--- src/rtl/interval_timer.sv ---
module interval_timer #(
  parameter int CW = 16,
  parameter int AW = 3
) (
  input  logic          clk,
  input  logic          rst_n,
  input  logic          tick,
  input  logic          wr_en,
  input  logic [AW-1:0] addr,
  input  logic [7:0]    wdata,
  output logic [7:0]    rdata,
  output logic          irq_o,
  output logic [2:0]    irq_lvl_o
);
  localparam logic [AW-1:0] A_PHI = AW'(0);
  localparam logic [AW-1:0] A_PLO = AW'(1);
  localparam logic [AW-1:0] A_CHI = AW'(2);
  localparam logic [AW-1:0] A_CLO = AW'(3);
  localparam logic [AW-1:0] A_ICR = AW'(4);
  localparam logic [AW-1:0] A_CTL = AW'(5);

  logic [CW-1:0] pre_q, cnt_q, cnt_nxt;
  logic [1:0]    ctl_q;
  logic          ien_q, pend_q;
  logic [2:0]    lvl_q;
  logic          run, wrap, ack;

  assign run  = (ctl_q == 2'b11);
  assign wrap = run & tick & (&cnt_q);
  assign ack  = wr_en & (addr == A_ICR) & wdata[7];

  always_comb begin
    if (ctl_q == 2'b00)  cnt_nxt = '0;
    else if (run & tick) cnt_nxt = wrap ? pre_q : cnt_q + CW'(1);
    else                 cnt_nxt = cnt_q;
  end

  always_ff @(posedge clk) begin
    if (!rst_n) begin
      pre_q  <= '0;
      cnt_q  <= '0;
      ctl_q  <= 2'b00;
      ien_q  <= 1'b0;
      lvl_q  <= 3'd0;
      pend_q <= 1'b0;
    end else begin
      cnt_q  <= cnt_nxt;
      pend_q <= wrap | (pend_q & ~ack);
      if (wr_en) begin
        case (addr)
          A_PHI: pre_q[CW-1:8] <= wdata;
          A_PLO: pre_q[7:0]    <= wdata;
          A_ICR: begin
            ien_q <= wdata[3];
            lvl_q <= wdata[2:0];
          end
          A_CTL: ctl_q <= wdata[1:0];
          default: ;
        endcase
      end
    end
  end

  always_comb begin
    case (addr)
      A_PHI:   rdata = pre_q[CW-1:8];
      A_PLO:   rdata = pre_q[7:0];
      A_CHI:   rdata = cnt_q[CW-1:8];
      A_CLO:   rdata = cnt_q[7:0];
      A_ICR:   rdata = {pend_q, 3'b000, ien_q, lvl_q};
      A_CTL:   rdata = {6'd0, ctl_q};
      default: rdata = 8'h00;
    endcase
  end

  assign irq_o     = pend_q & ien_q;
  assign irq_lvl_o = lvl_q;
endmodule

--- config.mk ---
export PLATFORM = sky130hd
export DESIGN_NAME = interval_timer
export DESIGN_NICKNAME = d
export VERILOG_FILES = /design/src/rtl/interval_timer.sv
export SDC_FILE = /design/constraint.sdc
export NUM_CORES = 1
export LEC_CHECK = 0
export BUFFER_PORTS_ARGS = -buffer_cell sky130_fd_sc_hd__buf_4
export CAP_MARGIN = 25
export CORE_MARGIN = 2
export CORE_UTILIZATION = 40
export DETAILED_ROUTE_END_ITERATION = 16
export GPL_TIMING_DRIVEN = 0
export PLACE_DENSITY_LB_ADDON = 0.05
export SETUP_SLACK_MARGIN = 0.15
export SYNTH_ARGS = -nofsm -noshare
export SYNTH_HDL_FRONTEND = slang
export SYNTH_SLANG_ARGS = --single-unit
--- constraint.sdc ---
create_clock -name clk -period 5.3 [get_ports clk]
set_input_delay 1.06 -clock clk [delete_from_list [all_inputs] [get_ports clk]]
set_output_delay 1.06 -clock clk [all_outputs]
set_load 0.02 [all_outputs]
After elaboration in Yosys (flattened, before gate mapping)
Cells that the tools add are included.
Word-level totals
  flip-flop bits (word level): 39
  bits in latches: 0
  bits in writable memories: 0
  memory bits (read-only): 0
  bits of input ports: 15
  output and inout port bits: 12
  memories kept: 0
Operators by class
  add/sub/neg operators: 1
  multiply operators: 0
  div/mod/pow operators: 0
  order comparisons: 0
  eq/ne operators: 6
  shift operators: 0
  muxes and demuxes: 2
  bitwise operators: 9
  reduce and logical (&&, ||, !) cells: 8
Operator list (number)
  one-hot mux 8 bit (6 select lines): 1
  adder 16 x 1 -> 16 bit, second input constant: 1
  2-to-1 mux 16 bit: 1
  AND reduction 16 bit: 1
  AND reduction 2 bit: 4
  bitwise AND 1 bit: 6
  == test 3 x 2 -> 1 bit, second input constant: 2
  == test 3 bit, second input constant: 2
  == test 3 x 1 -> 1 bit, second input constant: 1
  zero test 3 bit: 1
  == test 2 bit, second input constant: 1
  zero test 2 bit: 1
  inverter 1 bit: 2
  OR reduction 2 bit: 1
  bitwise OR 1 bit: 1

Longest topological paths before layout
  depth after elaboration: 6
  gate-level depth with buffers: 7
  mapped depth without buffers: 5

Worst setup path before layout
OpenSTA, ideal clock, no wires.
  path type: input-to-output
  from: in addr[0]
  to: out rdata[2]
  arrival time: 2140 ps
  slack: 2100 ps
  stages: 5
  buffers on the path: 2
  path through: buf_2 > buf_2 > mux2_2 > a22oi_1 > o22ai_1
On the way
  longest elaborated chain between the ends: 2
Ends and longest elaborated chain
  start, declared: RTL line 9  | input logic [AW-1:0] addr,
  == test 3 bit (tied with other cells): RTL line 65  | case (addr)
  one-hot mux 8 bit (6 select lines) (*): RTL line 65
  end, declared: RTL line 11  | output logic [7:0] rdata,
Mark *: on every way between the ends. The rest lies on a longest branch, timed or not.

Final worst setup path
  from: in addr[1]
  to: out rdata[5]
Same word-level chain as after synthesis.

==> results.txt <==
Critical path type = input pin to output port
Fin nets = 314
CP Max Fanout = 10
Slew HR = 48.5%
Clk_skew = 4.52 ps
CP Cell Sequence = clkbuf_1, clkbuf_1, mux4_1, nor2b_1, buf_4
EDFF count, synth = 0
Postcts setup bufs = 0
Unique masters post-synth = 41
Io pins = 27
Crit end category = output port
Synth Warn # = 0
CTS Buf Count = 5
Worst path slowest cell = clkbuf_1
Die X = 78.7 µm
Endpoints failing hold = 0
Sink Count = 39
Register area share after synthesis = 34.9%
Routed Antenna Nets = 0
Drt pass-1 iters = 4
Yosys top cell area share = 34.9%
Initial antenna violation count = 0
Max Freq = 0.287 GHz
Vias/cell = 5.69
Vias in the first global route = 1971
Largest net degree at the start of global routing = 13
Maxcap violations = 0
CTS clk-pin slew, worst paths = 80 ps
FF+latch area = 781 µm²
Routed len/inst = 16.8 µm
Fin crit share = 65.7%
Gpl congestion = 0.804
Most instantiated library cell after synthesis = nand2_1
Peak supply drop = 0.000114 V
Crit path top cell by count = clkbuf_1
Post-detail-place hpwl = 4.67 mm
Setup TNS Final = 0 ps
WP data arrival = 2420 ps
Final slew viol count = 0
Global-route wire length before repair = 10.3 mm
Unrepaired setup endpoints after global routing = false
Cell accounting for the most synthesized area = dfxtp_1
Leak = 0.889 nW
Primary FF master, synth = dfxtp_1
Post-CTS Hold Buffers = 0
Antenna cells = 0
Post-CTS Resized = 0
Synth area leaders = dfxtp_1 35%, nand2_1 6.9%, a21boi_0 6.0%
Family with the most delay on the worst path = buffers and inverters
Crit path time final = 3480 ps
Async SR Flop Fraction = 0%
Clock root cell = clkbuf_8
Share of cells above drive strength 1 = 16.1%
Drt initial violations = 144
I/O Buffers = 23
Slew at the pin closest to its max-slew limit = 770 ps
Hold WC Path Type = flip-flop to flip-flop
Synth Cell Area = 2230 µm²
Mapped Nets = 284
Congestion Overflow GR = 0
Slowest cell delay on critical path = 390 ps
H-tree depth = 2
Req. time, crit path = 4240 ps
Fillers = 560
Cell count after synthesis = 268
CTS tree = built
#FFs+latches synth = 39
Post-synth top cells = 41 x nand2_1, 39 x dfxtp_1, 20 x nand3_1, 18 x a21boi_0
Total power = 0.601 mW
Power Dens Cells = 230 nW/µm²
Die H = 78.7 µm
Gr usage total = 21.4%
Setup violators final = 0
Via Count = 2110
Initial Util = 41.1%
DRC violations left = 0
Area of the multi-input gates = 1370 µm²
Status = completed
Area Overhead vs Synth = 17.0%
Die footprint = 6200 µm²
Crit start category = input pin
CP Buf/Inv Count = 3
Clock Tree Buf Depth = 2
Placement Rows = 27
Core area = 5440 µm²
Final WL = 6.23 mm
Syn avg cell area = 8.34 µm²
Worst skew pair latency = 290 ps
==> stage by stage <==
step                std cells  utilization (%)  setup WS, ps  hold WS (ps)  area (µm²)
floorplan                 268                -          2100           450        2230
global placement          363             45.9          1800           474        2500
detailed placement        363             45.9          1780           479        2500
CTS                       371             48.1          1790           491        2620
global route              371             48.1          1700           524        2620
finish                    371             48.1          1820           487        2620
==> state kept, by name, indices dropped and copies added (netlist names) <==
signal and count:
ctl_q 2, pend_q 1, cnt_q 16, irq_lvl_o 3, pre_q 16, ien_q 1
==> tightest hold or removal path, stage by stage (launching register included) <==
cell and delay (ps):
dfxtp_1 330, nand2_1 50, a21boi_0 60
==> cell usage in the layout, fill, tap and decap left out, types with 7 or more instances in the layout <==
cell type  instances
nor2_1             9
a22oi_1            7
clkbuf_1          13
a31oi_1           13
buf_4             23
a21boi_0          18
nor2b_1           13
nand3_1           20
nand2_1           41
nand4_1            7
dfxtp_1           39
mux2i_1           10
==> where the power goes <==
group	internal [mW]	switching [mW]	leakage [nW]
Combinational	0.0180	0.0229	0.513
Clock	0.152	0.107	0.0612
Sequential	0.296	0.00369	0.315
Total	0.467	0.134	0.889
==> routing by layer <==
layer	wire [µm]	part of all wire [%]	track usage [%]
met2	2870	46	33.4
met3	235	3.8	3.52
met1	3030	49	30.2
met4	88	1.4	6.67
met5	0	0	0
==> cell families (layout without fill, tap and decap cells) <==
logic type | Yosys count | after routing | share of synthesized area, %
multiplexers | 16 | 16 | 9.18
flip-flops | 39 | 39 | 34.9
buffers and inverters | 20 | 51 | 3.75
AND/OR/NAND/NOR | 120 | 120 | 29.0
adder cells (fa/ha/maj) | 1 | 1 | 0.560
AO/OA/AOI/OAI | 70 | 70 | 21.8
XOR/XNOR | 2 | 2 | 0.784
==> area by class of cell <==
class,count,area share [%]
Multi-Input combinational cell,209,52.4
Clock inverter,2,1.34
Sequential cell,39,29.9
Buffer,20,3.21
Timing Repair Buffer,23,6.60
Clock buffer,6,3.16
Tap cell,72,3.44
==> worst paths after layout <==
path	start	end	slack (ps)	cells after the start
setup / recovery	addr[1]	rdata[5]	1820	5
hold / removal	pre_q[15]	pre_q[15]	490	2
setup reg to reg	cnt_q[0]	cnt_q[9]	3270	6
hold reg to reg	pre_q[15]	pre_q[15]	490	2
Power figures use the tool's default switching activity.
